$ cat src/rtl/txr_pkg.sv
package txr_pkg;
    localparam int WORD_W     = 32;
    localparam int WORD_BYTES = WORD_W / 8;
    localparam int CNT_W      = $clog2(WORD_BYTES) + 1;

    // descriptor bit positions
    localparam int OWN_BIT   = 31;
    localparam int ERR_BIT   = 15;
    localparam int ABT_BIT   = 8;
    localparam int FIRST_BIT = 21;
    localparam int LAST_BIT  = 22;
    localparam int IRQ_BIT   = 23;
    localparam int NOCRC_BIT = 16;

    // register indices
    localparam int REG_RING = 0;
    localparam int REG_CMD  = 1;
    localparam int REG_ICLR = 2;

    typedef enum logic [2:0] {
        S_IDLE,
        S_RD_STAT,
        S_RD_CTRL,
        S_RD_BUF,
        S_RD_NEXT,
        S_RD_DATA,
        S_SEND,
        S_WB
    } state_e;
endpackage

$ cat src/rtl/txr_regs.sv
module txr_regs
    import txr_pkg::*;
#(
    parameter int REG_AW = 4,
    parameter int ADDR_W = 32
) (
    input  logic              clk,
    input  logic              rst_n,
    input  logic              reg_we,
    input  logic [REG_AW-1:0] reg_addr,
    input  logic [WORD_W-1:0] reg_wdata,
    input  logic              ev_done,
    input  logic              ev_err,
    output logic              base_we,
    output logic [ADDR_W-1:0] base_val,
    output logic              kick,
    output logic [1:0]        cause,
    output logic              irq
);
    typedef struct packed {
        logic [1:0] cause;
    } regs_s;

    regs_s q, d;

    always_comb begin
        d        = q;
        base_we  = reg_we && (reg_addr == REG_AW'(REG_RING));
        base_val = reg_wdata[ADDR_W-1:0] & ~ADDR_W'(15);
        kick     = reg_we && (reg_addr == REG_AW'(REG_CMD)) && reg_wdata[0];
        if (reg_we && (reg_addr == REG_AW'(REG_ICLR)))
            d.cause = q.cause & ~reg_wdata[1:0];
        // new events win over a clear in the same cycle
        if (ev_done) d.cause[0] = 1'b1;
        if (ev_err)  d.cause[1] = 1'b1;
    end

    always_ff @(posedge clk or negedge rst_n) begin
        if (!rst_n) q <= '0;
        else        q <= d;
    end

    assign cause = q.cause;
    assign irq   = |q.cause;
endmodule

$ cat src/rtl/txr_pack.sv
module txr_pack
    import txr_pkg::*;
(
    input  logic              clk,
    input  logic              rst_n,
    input  logic              load,
    input  logic [WORD_W-1:0] word,
    input  logic [CNT_W-1:0]  nbytes,
    input  logic              last,
    input  logic              tx_ready,
    output logic              tx_valid,
    output logic [7:0]        tx_data,
    output logic              tx_last,
    output logic              busy
);
    typedef struct packed {
        logic [WORD_W-1:0] word;
        logic [CNT_W-1:0]  cnt;
        logic              last;
    } pack_s;

    pack_s q, d;

    always_comb begin
        d = q;
        if (q.cnt != '0 && tx_ready) begin
            d.word = q.word >> 8;
            d.cnt  = q.cnt - CNT_W'(1);
        end
        // the sequencer only loads when the holding register is empty
        if (load) begin
            d.word = word;
            d.cnt  = nbytes;
            d.last = last;
        end
    end

    always_ff @(posedge clk or negedge rst_n) begin
        if (!rst_n) q <= '0;
        else        q <= d;
    end

    assign tx_valid = (q.cnt != '0);
    assign tx_data  = q.word[7:0];
    assign tx_last  = q.last && (q.cnt == CNT_W'(1));
    assign busy     = (q.cnt != '0);
endmodule

$ cat src/rtl/txr_seq.sv
module txr_seq
    import txr_pkg::*;
#(
    parameter int ADDR_W = 32,
    parameter int LEN_W  = 11
) (
    input  logic              clk,
    input  logic              rst_n,
    input  logic              kick,
    input  logic              base_we,
    input  logic [ADDR_W-1:0] base_val,
    output logic              mem_req,
    output logic              mem_we,
    output logic [ADDR_W-1:0] mem_addr,
    output logic [WORD_W-1:0] mem_wdata,
    input  logic              mem_gnt,
    input  logic [WORD_W-1:0] mem_rdata,
    input  logic              pk_busy,
    output logic              pk_load,
    output logic [CNT_W-1:0]  pk_n,
    output logic              pk_last,
    output logic              ev_done,
    output logic              ev_err,
    output logic              nocrc
);
    localparam logic [ADDR_W-1:0] OFS_CTRL = ADDR_W'(4);
    localparam logic [ADDR_W-1:0] OFS_BUF  = ADDR_W'(8);
    localparam logic [ADDR_W-1:0] OFS_NEXT = ADDR_W'(12);
    localparam logic [LEN_W-1:0]  WB_LEN   = LEN_W'(WORD_BYTES);

    typedef struct packed {
        state_e            st;
        logic [ADDR_W-1:0] cur;
        logic [ADDR_W-1:0] bptr;
        logic [ADDR_W-1:0] nxt;
        logic [WORD_W-1:0] ctrl;
        logic [LEN_W-1:0]  remain;
        logic              pend;
        logic              err;
    } seq_s;

    seq_s q, d;

    always_comb begin
        d         = q;
        mem_req   = 1'b0;
        mem_we    = 1'b0;
        mem_addr  = q.cur;
        mem_wdata = '0;
        pk_load   = 1'b0;
        pk_n      = '0;
        pk_last   = 1'b0;
        ev_done   = 1'b0;
        ev_err    = 1'b0;

        if (kick && q.st != S_IDLE) d.pend = 1'b1;

        unique case (q.st)
            S_IDLE: begin
                if (base_we) d.cur = base_val;
                if (kick || q.pend) begin
                    d.st   = S_RD_STAT;
                    d.pend = 1'b0;
                end
            end
            S_RD_STAT: begin
                mem_req = 1'b1;
                if (mem_gnt) d.st = mem_rdata[OWN_BIT] ? S_RD_CTRL : S_IDLE;
            end
            S_RD_CTRL: begin
                mem_req  = 1'b1;
                mem_addr = q.cur + OFS_CTRL;
                if (mem_gnt) begin
                    d.ctrl   = mem_rdata;
                    d.remain = mem_rdata[LEN_W-1:0];
                    d.st     = S_RD_BUF;
                end
            end
            S_RD_BUF: begin
                mem_req  = 1'b1;
                mem_addr = q.cur + OFS_BUF;
                if (mem_gnt) begin
                    d.bptr = mem_rdata[ADDR_W-1:0] & ~ADDR_W'(3);
                    d.st   = S_RD_NEXT;
                end
            end
            S_RD_NEXT: begin
                mem_req  = 1'b1;
                mem_addr = q.cur + OFS_NEXT;
                if (mem_gnt) begin
                    d.nxt = mem_rdata[ADDR_W-1:0] & ~ADDR_W'(15);
                    if (q.remain == '0 || !q.ctrl[FIRST_BIT] || !q.ctrl[LAST_BIT]) begin
                        d.err = 1'b1;
                        d.st  = S_WB;
                    end else begin
                        d.err = 1'b0;
                        d.st  = S_RD_DATA;
                    end
                end
            end
            S_RD_DATA: begin
                mem_req  = !pk_busy;
                mem_addr = q.bptr;
                if (!pk_busy && mem_gnt) begin
                    pk_load = 1'b1;
                    d.bptr  = q.bptr + ADDR_W'(WORD_BYTES);
                    if (q.remain > WB_LEN) begin
                        pk_n     = CNT_W'(WORD_BYTES);
                        d.remain = q.remain - WB_LEN;
                    end else begin
                        pk_n     = q.remain[CNT_W-1:0];
                        pk_last  = 1'b1;
                        d.remain = '0;
                        d.st     = S_SEND;
                    end
                end
            end
            S_SEND: begin
                if (!pk_busy) d.st = S_WB;
            end
            S_WB: begin
                mem_req            = 1'b1;
                mem_we             = 1'b1;
                mem_wdata[ERR_BIT] = q.err;
                mem_wdata[ABT_BIT] = q.err;
                if (mem_gnt) begin
                    ev_done = !q.err && q.ctrl[IRQ_BIT];
                    ev_err  = q.err;
                    d.cur   = q.nxt;
                    d.st    = S_RD_STAT;
                end
            end
            default: d.st = S_IDLE;
        endcase
    end

    always_ff @(posedge clk or negedge rst_n) begin
        if (!rst_n) begin
            q    <= '0;
            q.st <= S_IDLE;
        end else begin
            q <= d;
        end
    end

    assign nocrc = q.ctrl[NOCRC_BIT];
endmodule

$ cat src/rtl/txring_dma.sv
module txring_dma
    import txr_pkg::*;
#(
    parameter int ADDR_W = 32,
    parameter int LEN_W  = 11,
    parameter int REG_AW = 4
) (
    input  logic              clk,
    input  logic              rst_n,
    input  logic              reg_we,
    input  logic [REG_AW-1:0] reg_addr,
    input  logic [31:0]       reg_wdata,
    output logic [1:0]        irq_cause,
    output logic              irq,
    output logic              mem_req,
    output logic              mem_we,
    output logic [ADDR_W-1:0] mem_addr,
    output logic [31:0]       mem_wdata,
    input  logic              mem_gnt,
    input  logic [31:0]       mem_rdata,
    output logic              tx_valid,
    output logic [7:0]        tx_data,
    output logic              tx_last,
    output logic              tx_nocrc,
    input  logic              tx_ready
);
    logic              base_we;
    logic [ADDR_W-1:0] base_val;
    logic              kick;
    logic              ev_done;
    logic              ev_err;
    logic              pk_busy;
    logic              pk_load;
    logic [CNT_W-1:0]  pk_n;
    logic              pk_last;

    txr_regs #(.REG_AW(REG_AW), .ADDR_W(ADDR_W)) u_regs (
        .clk      (clk),
        .rst_n    (rst_n),
        .reg_we   (reg_we),
        .reg_addr (reg_addr),
        .reg_wdata(reg_wdata),
        .ev_done  (ev_done),
        .ev_err   (ev_err),
        .base_we  (base_we),
        .base_val (base_val),
        .kick     (kick),
        .cause    (irq_cause),
        .irq      (irq)
    );

    txr_seq #(.ADDR_W(ADDR_W), .LEN_W(LEN_W)) u_seq (
        .clk      (clk),
        .rst_n    (rst_n),
        .kick     (kick),
        .base_we  (base_we),
        .base_val (base_val),
        .mem_req  (mem_req),
        .mem_we   (mem_we),
        .mem_addr (mem_addr),
        .mem_wdata(mem_wdata),
        .mem_gnt  (mem_gnt),
        .mem_rdata(mem_rdata),
        .pk_busy  (pk_busy),
        .pk_load  (pk_load),
        .pk_n     (pk_n),
        .pk_last  (pk_last),
        .ev_done  (ev_done),
        .ev_err   (ev_err),
        .nocrc    (tx_nocrc)
    );

    txr_pack u_pack (
        .clk     (clk),
        .rst_n   (rst_n),
        .load    (pk_load),
        .word    (mem_rdata),
        .nbytes  (pk_n),
        .last    (pk_last),
        .tx_ready(tx_ready),
        .tx_valid(tx_valid),
        .tx_data (tx_data),
        .tx_last (tx_last),
        .busy    (pk_busy)
    );
endmodule

$ cat config.mk
export PLATFORM = sky130hd
export DESIGN_NAME = txring_dma
export DESIGN_NICKNAME = d
export VERILOG_FILES = /design/src/rtl/txr_pkg.sv /design/src/rtl/txr_regs.sv /design/src/rtl/txr_pack.sv /design/src/rtl/txr_seq.sv /design/src/rtl/txring_dma.sv
export SDC_FILE = /design/constraint.sdc
export NUM_CORES = 1
export LEC_CHECK = 0
export ABC_AREA = 0
export BUFFER_PORTS_ARGS = -buffer_cell sky130_fd_sc_hd__clkbuf_2
export CAP_MARGIN = 10
export CORE_MARGIN = 3
export CORE_UTILIZATION = 52
export CTS_BUF_LIST = sky130_fd_sc_hd__clkbuf_8 sky130_fd_sc_hd__clkbuf_16
export DETAILED_ROUTE_END_ITERATION = 12
export PLACE_DENSITY_LB_ADDON = 0.05
export SLEW_MARGIN = 5
export SYNTH_ARGS = -nofsm -noshare
export SYNTH_HDL_FRONTEND = slang
export SYNTH_HIERARCHICAL = 1
export SYNTH_SLANG_ARGS = --single-unit
$ cat constraint.sdc
create_clock -name clk -period 2.7 [get_ports clk]
set_input_delay 0.27 -clock clk [delete_from_list [all_inputs] [get_ports clk]]
set_output_delay 0.27 -clock clk [all_outputs]
set_load 0.05 [all_outputs]
==> results by group, run 1 <==
Synth
  • Synth area leaders: dfrtp_1 37%, buf_4 5.8%, a21oi_1 4.7%, o21ai_0 4.6%, nand2_1 4.1%
  • Seq cells post-synth: 148
  • Synth warn: 6
  • Async S/R FF share, synth: 100%
  • Synthesized area: 0.0101 mm²
  • Netlist cell types: 82
  • Synth Flop Type: dfrtp_1
  • Syn Inst Count: 1,166
  • Syn_area_per_cell: 8.66 µm²
  • Yosys top cell by area: dfrtp_1
  • Post-synthesis sequential area ratio: between 30% and 40%
  • Post-synth top area share: 36.7%
  • Post-synth EDFFs: 0

GRT
  • Vias in the first global route: between 8,000 and 9,000
  • Antenna violations before repair: 0
  • GRT Total Usage: 29.4%
  • Largest net degree at the start of global routing: 61
  • First-pass GRT wire length: a little under 50,000 µm
  • GRT overflow: 0

Critical path
  • Crit end category: output port
  • FF-to-FF path depth: 9
  • CP Buf/Inv Count: 4
  • Top delay family on crit path: simple AND/OR/NAND/NOR gates
  • Slowest stage delay, CP: 0.41 ns
  • Worst path depth: 11
  • Crit-path slowest cell: dfrtp_1
  • Crit start category: flop
  • RR Startpoint: u_seq/q[142]
  • Critical-path maximum fanout: 5
  • Cell Chain, Critical Path: nor3b_4 > xnor2_1 > ha_2 > inv_2 > a2111oi_4 > buf_4 > buf_6 > nand4_1 > or3_4 > nand3_4 > buf_12
  • R2r setup slk: 0.17 ns
  • Worst setup path category: reg -> out
  • Worst EP arrival: 2.84 ns
  • RR Endpoint: u_pack/q[13]
  • CP required: 2.43 ns

Detailed routing
  • Drt wl/cell: 20.7 µm
  • Drt pass-1 iters: 5
  • DR DRC count: 0
  • DRT Wirelength: 31,900 µm
  • Via count: around 9,400
  • Drt first-iter violations: slightly below 900
  • Routed Antenna Nets: 0
  • Vias per cell: 6.09

Power
  • Maximum VDD drop: about 710 µV
  • Internal: around 8.7 mW
  • Clock network power share: 14.5%
  • Power per Cell Area: 1360 mW/mm²
  • Comb pwr share: a little under 60%
  • Tot Pwr: between 15 and 20 mW
  • Sequential power share: 26.4%
  • P_leak: 5.44 nW
  • Sw Pwr: approximately 8.1 mW
  • Sw Ratio: 48.2%

Placement
  • GPL Wtd Cong: roughly 0.95
  • Post-DP HPWL: 23,200 µm
  • Placed cells: about 1,500
  • Buffers on Ports: between 100 and 150
  • Dpl ws: -0.0134 ns

Clock network
  • Maximum buffer depth of the clock tree: 2
  • CTS tree: done
  • H-Tree Depth: 4
  • CTS Buf Count: 17
  • Clk_lat worst skew: 0.42 ns
  • Clock-pin slew on the worst setup and hold paths: 0.07 ns
  • Clock Sinks: 148
  • Root buf cell: clkbuf_16

STA
  • PnR worst setup slack: -0.412 ns
  • Max Clk Rate: 321 MHz
  • Minimum clock period: 3.11 ns
  • Fin crit share: 115%
  • Max_slew headroom: roughly 45%
  • Slew Limit Fails: 0
  • RSZ-0062 raised after global routing: true
  • Layout Skew: ~0.011 ns
  • Final setup fails: 21
  • Endpoints failing hold: 0
  • Slew @ Worst Pin: 0.829 ns

Worst hold path
  • Class of the worst hold path: in -> reg
  • Hold wc startpoint: mem_rdata[1]
  • Hold depth: 2
  • Hold Path End: u_seq/q[3]

Floorplan
  • Core ar.: 0.0189 mm²
  • Die Ht: 145 µm
  • Die X: 145 µm
  • Die area: approximately 0.021 mm²
  • FP Rows: 50
  • Initial Util: 53.4%
  • IO Pins: 153

Run status
  • Status: finished with violations
  • Failing checks: setup timing

Flow run
  • Max-cap violations: 0

Layout
  • Area grow syn2layout: 23.1%
  • Fin nets: about 1,400
  • Layout cells sized above 1: 28.8%
  • Most common cell after layout, fill and taps aside: dfrtp_1
  • Most frequent cells in the layout: 140 x dfrtp_1, 100 x nand2_1, 91 x a21oi_1, 88 x clkbuf_2, 83 x o21ai_0
  • Fin cells: 1,546
  • Ant. Diodes: 0
-- stage by stage --
stage               cell area [µm²]  hold WS, ns  util, %  setup TNS, ns
global placement              11200        0.178     59.1              0
detailed placement            11200        0.178     59.1        -0.0215
finish                        12400       0.0879     65.8          -4.50
global route                  12400       0.0856     65.8          -6.90
floorplan                     10200      -0.0256        -         -0.114
CTS                           12100       0.0796     64.1          -3.19
-- worst register-to-register path: stages, from the launching register on --
cell and delay [ns]:
dfrtp_1 0.41, buf_4 0.15, buf_8 0.18, and2b_1 0.33
nand2_1 0.18, nor3b_4 0.31, buf_12 0.26, buf_4 0.23
nor2b_1 0.06, a221o_1 0.31
-- synth_stat cells, types with 17 or more instances --
cell type / instances
nor2_1: 71
buf_4: 78
o22ai_1: 18
clkbuf_1: 31
mux2_2: 34
buf_2: 42
a31oi_1: 19
nand4_1: 21
mux2i_1: 36
nor2b_1: 32
a21oi_1: 95
a22o_1: 17
nand2_1: 109
dfrtp_1: 148
nor3_1: 27
and3_1: 17
o21ai_0: 92
a221o_1: 18
nand3_1: 42
-- state kept, by name (all words and copies together), names as in the netlist --
register        count
u_seq/q           109
u_pack/q           28
u_pack/tx_data      8
u_regs/cause        2
u_seq/nocrc         1
-- power groups by stage --
stage                     registers (mW)  logic (mW)  clock network [mW]
final                               4.45        9.96                2.45
after floorplan                     3.89        6.31                   0
after global routing                4.57        10.6                2.59
after global placement              4.37        9.05                   0
after CTS                           4.38        9.61                2.48
after detailed placement            4.39        9.14                   0
-- worst max-delay path by stage --
stage / start / end / slack, ns
5_1_grt: u_seq/q[142] / mem_addr[30] / -0.54
3_3_place_gp: u_seq/q[141] / mem_addr[28] / 0.04
6_report: u_seq/q[142] / mem_addr[30] / -0.41
2_1_floorplan: u_seq/q[141] / mem_addr[16] / -0.11
3_5_place_dp: u_seq/q[141] / mem_addr[28] / -0.01
4_1_cts: u_seq/q[141] / mem_addr[30] / -0.38
-- routing by layer --
metal,vias to the layer above,GRT usage (%),part of all wire [%]
met5,-,0,0
met4,0,7.08,1.4
met3,30,4.18,7.5
met2,446,45.7,46
met1,4567,43.8,45
li1,4371,-,-
-- kinds of logic (layout without fill, tap and decap cells) --
group	Yosys count	after routing	synth area share [%]
AOI/OAI and AO/OA	339	339	21.2
adders and majority gates	9	9	1.13
buffers and inverters	181	269	10.7
and+or+nand+nor	395	395	20.9
muxes	70	70	7.36
DFF	148	148	36.7
xor gates and xnor gates	22	22	1.91
other	2	34	0.0744
-- repair_timing --
action | 4_1_cts | 5_1_grt
pin swaps | 19 | 30
gates resized for setup | 64 | 61
hold buffers | 1 | 0
endpoints found under the setup margin | 30 | 30
setup buffers | 11 | 14
hold endpoints to repair | 32 | 0
-- layout make-up --
| class | instances | area [µm²] |
|---|---|---|
| fillers | 1613 | 6470 |
| multi-input cells | 869 | 5750 |
| repair buffers | 220 | 1960 |
| well taps | 260 | 325 |
| clock buffers | 17 | 425 |
| inverters | 17 | 66.3 |
| flip-flops and latches | 148 | 3710 |
| clock inverters | 15 | 184 |
No activity file was read; power rests on OpenSTA's default activity.
==> run 2, diff against run 1 <==
--- a/config.mk
+++ b/config.mk
@@ -10,7 +10,7 @@
 export CAP_MARGIN = 10
 export CORE_MARGIN = 3
 export CORE_UTILIZATION = 52
-export CTS_BUF_LIST = sky130_fd_sc_hd__clkbuf_8 sky130_fd_sc_hd__clkbuf_16
+export CTS_BUF_LIST = sky130_fd_sc_hd__clkbuf_4
 export DETAILED_ROUTE_END_ITERATION = 12
 export PLACE_DENSITY_LB_ADDON = 0.05
 export SLEW_MARGIN = 5
==> constraint.sdc (replaced) <==
create_clock -name clk -period 3.1 [get_ports clk]
set_input_delay 0.31 -clock clk [delete_from_list [all_inputs] [get_ports clk]]
set_output_delay 0.31 -clock clk [all_outputs]
set_load 0.05 [all_outputs]
==> run 2 against run 1 <==
  * Sequential share of layout area up 2.2 points
  * Design area down 6.7%
  * Clock power down 54%
  * First-iteration DRC count up 13%
  * Highest routed layer unchanged
  * Global-route usage down 1.6 points
  * Non-clock buffer count down 22
  * Combinational power down 22%
  * Register-to-register slack better by 0.41 ns
  * Critical path depth unchanged
  * Via count down 1.9%
  * Total power down 24%
  * The run still ends with setup timing left
==> results by group, run 2 (same netlist as run 1, synthesis figures left out) <==
Layout
  • Final Instance Area: about 0.012 mm²
  • Number of flip-flops in the largest register: 109
  • Fin nets: approximately 1,300
  • Largest reg by FF count: u_seq/q
  • Most common cell after layout, fill and taps aside: dfrtp_1
  • Area grow syn2layout: 14.8%
  • Sequential Area: 0.00372 mm²
  • Area of the multi-input gates: 0.00560 mm²
  • Most frequent cells in the layout: 136 x dfrtp_1, 106 x nand2_1, 93 x clkbuf_2, 93 x a21oi_1, 90 x o21ai_0
  • Fillcell total: about 1,700
  • Layout cells sized above 1: 24.2%

Detailed routing
  • Vias per cell: 6.05
  • Drt first-iter violations: between 900 and 1,000
  • DR DRC count: 0
  • DRT Wirelength: 30,300 µm
  • Drt wl/cell: 19.9 µm
  • Drt pass-1 iters: 5
  • Via count: 9,232
  • Routed Antenna Nets: 0

Critical path
  • Crit end category: output port
  • Worst EP arrival: slightly below 3 ns
  • Crit start category: flop
  • CP required: about 2.8 ns
  • Worst setup path category: reg -> out
  • Critical-path maximum fanout: 7

Floorplan
  • Die area: between 0.02 and 0.025 mm²
  • Die X: 145 µm
  • Initial Util: a little over half
  • IO Pins: 153
  • Die Ht: 145 µm
  • Core ar.: 0.0189 mm²
  • FP Rows: 50

Clock network
  • H-Tree Depth: 4
  • Maximum buffer depth of the clock tree: 2
  • Clock Sinks: 148
  • CTS Buf Count: 17
  • Root buf cell: clkbuf_4
  • Clock-pin slew on the worst setup and hold paths: 0.13 ns
  • CTS tree: done
  • Clk_lat worst skew: approximately 0.55 ns

Placement
  • Placed cell area: 0.0107 mm²
  • Buffers on Ports: 120
  • GPL Wtd Cong: 0.913
  • Post-DP HPWL: 21,500 µm

GRT
  • Vias in the first global route: 8,261
  • GRT Total Usage: 27.8%
  • GRT overflow: 0
  • First-pass GRT wire length: 46,900 µm
  • Antenna violations before repair: 1
  • Largest net degree at the start of global routing: 149

STA
  • Min Hold Slack: 0.0541 ns
  • Final setup fails: 9
  • PnR worst setup slack: -0.107 ns
  • Layout Skew: 0.0220 ns
  • Endpoints failing hold: 0
  • Setup_tns: -0.452 ns
  • Max_slew headroom: 44.7%
  • Max Clk Rate: 312 MHz
  • Slew @ Worst Pin: 0.827 ns
  • RSZ-0062 raised after global routing: true
  • Slew Limit Fails: 0
  • Fin crit share: 103%
  • Minimum clock period: ~3.2 ns

Power
  • Clock network power share: 8.9%
  • P_leak: approximately 5 nW
  • Internal: 6.18 mW
  • Comb pwr share: 60.7%
  • Power per Cell Area: 1100 mW/mm²
  • Maximum VDD drop: 527 µV
  • Sequential power share: between 30% and 40%
  • Sw Ratio: around 52%
  • Sw Pwr: 6.60 mW

Run status
  • Failing checks: setup timing
  • Status: finished with violations

Flow run
  • Max-cap violations: 0

Worst hold path
  • Class of the worst hold path: in -> reg
run 2: cell types whose count changed in the layout (fill, tap and decap cells not counted), moves of 5 or more:
cell	delta
buf_12	-9
o21ai_1	-5
buf_6	-6
buf_4	-22
clkinv_4	+5
o21ai_0	+7
buf_8	-7
clkbuf_2	+5
dlygate4sd3_1	+16
clkbuf_16	-18
clkbuf_4	+18
nand2_1	+6
run 2: metrics by stage:
stage | utilization (%) | cells | total power [mW] | worst slack [ns]
finish | 61.3 | 1525 | 12.8 | -0.107
CTS | 59.5 | 1498 | 12.5 | -0.140
floorplan | - | 1198 | 8.83 | 0.194
global route | 61.3 | 1525 | 13.6 | -0.306
detailed placement | 56.8 | 1450 | 11.2 | 0.233
global placement | 56.8 | 1450 | 11.1 | 0.292
run 2: repair_timing:
item | CTS | global route
hold buffers | 7 | 10
pin swaps | 5 | 14
endpoints found under the hold margin | 156 | 10
buffers inserted | 9 | 16
resized for setup | 32 | 45
endpoints found under the setup margin | 23 | 27
run 2: layer usage:
layer | vias up | part of all wire [%] | track usage [%]
li1 | 4300 | - | -
met1 | 4458 | 44 | 42.2
met2 | 441 | 45 | 41.0
met3 | 33 | 8.7 | 5.09
met4 | 0 | 1.7 | 7.26
met5 | - | 0 | 0
run 2: worst paths after layout:
path / startpoint / depth (start not counted) / slack, ns / endpoint
setup / recovery: u_seq/q[141] / 11 / -0.11 / mem_addr[20]
setup reg to reg: u_pack/q[1] / 10 / 0.58 / u_seq/q[102]
hold reg to reg: u_seq/q[12] / 2 / 0.52 / u_seq/q[12]
max in group asynchronous: rst_n / 3 / 2.05 / u_seq/q[121]
min in group asynchronous: rst_n / 3 / 0.38 / u_seq/q[139]
hold / removal: reg_wdata[22] / 3 / 0.05 / u_seq/q[131]
run 2: worst max-delay path, stage by stage (launching register included):
cell       delay, ns
dfrtp_1         0.46
nor3b_4         0.25
xnor2_1         0.15
ha_2            0.21
inv_2           0.04
a2111oi_4       0.29
buf_6           0.18
nand2_1         0.07
xor2_1          0.14
o22ai_1         0.09
a221o_1         0.32
buf_8           0.17
run 2: layout make-up:
cell class	instances	area share (%)
sequential	148	32.1
tap	260	2.81
timing repair buffer	198	14.0
inverter	17	0.572
clock inverter	15	1.14
antenna	1	0.0216
multi-input combinational	869	48.3
clock buffer	17	1.10
run 2: power groups by stage:
stage          Clock, mW  Combinational, mW  Sequential [mW]
6_report            1.13               7.75             3.90
5_1_grt             1.28               8.28             4.01
4_1_cts             1.18               7.49             3.86
3_5_place_dp           0               7.30             3.89
3_3_place_gp           0               7.21             3.86
2_1_floorplan          0               5.45             3.38
==> run 3, diff against run 2 <==
==> constraint.sdc (replaced) <==
create_clock -name clk -period 3.3 [get_ports clk]
set_input_delay 0.33 -clock clk [delete_from_list [all_inputs] [get_ports clk]]
set_output_delay 0.33 -clock clk [all_outputs]
set_load 0.05 [all_outputs]
==> run 3 against run 2 <==
  * The run now ends clean
  * Cell count decreased by 2.0%
  * Setup slack improved by 0.14 ns
  * Largest power group unchanged
  * First-iteration DRC count decreased by 11%
  * Core utilization decreased by 2.8 points
  * Clock skew decreased by 0.0042 ns
  * Clock power decreased by 9%
  * Sequential share of layout area increased by 1.5 points
  * Die area unchanged
  * Clock-buffer cell count unchanged
  * Sequential power decreased by 5.4%
==> results by group, run 3 (same netlist as run 1, synthesis figures left out) <==
Clock network
  • CTS Buf Count: 17
  • Maximum buffer depth of the clock tree: 2
  • Clock Sinks: 148
  • Root buf cell: clkbuf_4
  • Clk_lat worst skew: 0.55 ns
  • H-Tree Depth: 4
  • CTS tree: done
  • Clock-pin slew on the worst setup and hold paths: 0.14 ns

Placement
  • GPL Wtd Cong: 0.927
  • Dpl ws: 0.452 ns
  • Buffers on Ports: 120
  • Post-DP HPWL: 21,400 µm

STA
  • Endpoints failing hold: 0
  • Minimum clock period: 3.27 ns
  • Fin crit share: between 90% and 100%
  • Min Hold Slack: around 0.058 ns
  • Final setup fails: 0
  • Max_slew headroom: 49.7%
  • Layout Skew: 0.0179 ns
  • Max Clk Rate: 306 MHz
  • PnR worst setup slack: 0.0319 ns
  • Slew Limit Fails: 0
  • Slew @ Worst Pin: 0.745 ns
  • RSZ-0062 raised after global routing: true

Power
  • Power per Cell Area: 1040 mW/mm²
  • Maximum VDD drop: 422 µV
  • P_leak: 4.81 nW

Layout
  • Most frequent cells in the layout: 137 x dfrtp_1, 108 x nand2_1, 105 x clkbuf_2, 94 x a21oi_1, 92 x o21ai_0
  • Layout cells sized above 1: 22.9%
  • Number of flip-flops in the largest register: between 100 and 150
  • Largest reg by FF count: u_seq/q
  • Fin nets: 1,301
  • Most common cell after layout, fill and taps aside: dfrtp_1
  • Fillcell total: ~1,800
  • Area grow syn2layout: 9.52%

Flow run
  • Max-cap violations: 0

Floorplan
  • Die area: 0.0211 mm²
  • Die Ht: 145 µm
  • IO Pins: 153
  • Die X: between 100 and 150 µm
  • Core ar.: 0.0189 mm²
  • Initial Util: 53.4%
  • FP Rows: 50

Critical path
  • Crit start category: flop
  • Most used cell, CP: buf_6
  • Worst path depth: 11
  • Slowest stage delay, CP: 0.44 ns
  • Worst setup path category: reg -> out
  • FF-to-FF path depth: 6
  • R2r setup slk: ~0.52 ns
  • Crit-path slowest cell: dfrtp_1
  • Cell Chain, Critical Path: nor3b_4 > xnor2_1 > ha_2 > inv_2 > a2111oi_4 > buf_6 > nand2_2 > xor2_1 > o22ai_1 > a221o_1 > buf_6
  • CP Buf/Inv Count: 3
  • Crit end category: output port
  • Worst EP arrival: 2.94 ns
  • RR Startpoint: u_seq/q[141]
  • Critical-path maximum fanout: 7
  • Top delay family on crit path: compound AO/OA/AOI/OAI gates
  • CP required: 2.97 ns
  • Crit path from: u_seq/q[142]

GRT
  • Largest net degree at the start of global routing: 78
  • Routing usage on met1: 42.6%
  • Grt met2 use: 40.7%
  • Top Usage Layer GRT: met1
  • GRT Total Usage: 27.8%
  • Vias in the first global route: roughly 8,300
  • First-pass GRT wire length: 47,300 µm
  • Met3 Usage GRT: 5.06%
  • Antenna violations before repair: 1
  • GRT overflow: 0

Detailed routing
  • Via count: about 9,100
  • DR DRC count: 0
  • Routed Antenna Nets: 0
  • Drt first-iter violations: between 800 and 900
  • Drt pass-1 iters: 5
  • Drt wl/cell: 20.2 µm
  • Vias per cell: 6.07
  • DRT Wirelength: just over 30,000 µm

Worst hold path
  • Class of the worst hold path: in -> reg
  • Hold wc startpoint: reg_addr[3]
  • Hold depth: 3

Run status
  • Status: finished clean
## run 3: per-stage QoR
| step | util (%) | cells | TNS (ns) | power [mW] | instance area, µm² |
|---|---|---|---|---|---|
| after floorplan | - | 1198 | 0 | 8.30 | 10200 |
| after global placement | 55.9 | 1447 | 0 | 10.1 | 10600 |
| after detailed placement | 55.9 | 1447 | 0 | 10.2 | 10600 |
| after CTS | 57.7 | 1483 | 0 | 11.3 | 10900 |
| after global routing | 58.5 | 1494 | -0.569 | 12.2 | 11100 |
| final | 58.5 | 1494 | 0 | 11.5 | 11100 |
## run 3: per-layer routing
metal | wire length [µm] | part of all wire, %
met1 | 13800 | 46
met2 | 13300 | 44
met3 | 2620 | 8.7
met4 | 506 | 1.7
met5 | 0 | 0
## run 3: timing repair
action,4_1_cts,5_1_grt
hold endpoints to repair,78,0
hold buffers,3,0
buffers inserted,1,8
gates resized for setup,10,39
cloned,0,2
setup endpoints to repair,15,22
pin swaps,1,2
## run 3: worst register-to-register path: cells and delay by family, from the launching register on
family                 cells  cell delay [ns]
multiplexers               1             0.36
buffers and inverters      1             0.30
flip-flops                 1             0.42
AND/OR/NAND/NOR            3             1.31
AO/OA/AOI/OAI              1             0.29
## run 3: area by class of cell
type | count | area, µm² | area share, %
clock buffers | 17 | 128 | 1.15
repair buffers | 166 | 1150 | 10.4
multi-input cells | 870 | 5540 | 50.2
well taps | 260 | 325 | 2.94
inverters | 17 | 66.3 | 0.600
flip-flops and latches | 148 | 3720 | 33.6
diodes | 1 | 2.50 | 0.0226
clock inverters | 15 | 124 | 1.12
## run 3: final timing paths
path	to
worst max-delay path	mem_addr[20]
worst min-delay path	u_regs/cause[1]
worst max register to register	u_seq/q[141]
worst min register to register	u_seq/q[110]
max in group asynchronous	u_seq/q[120]
min in group asynchronous	u_seq/q[130]
## run 3: where the power goes
part / internal (mW) / switching [mW]
Combinational: 2.38 / 4.36
Clock: 0.319 / 0.714
Sequential: 2.62 / 1.07
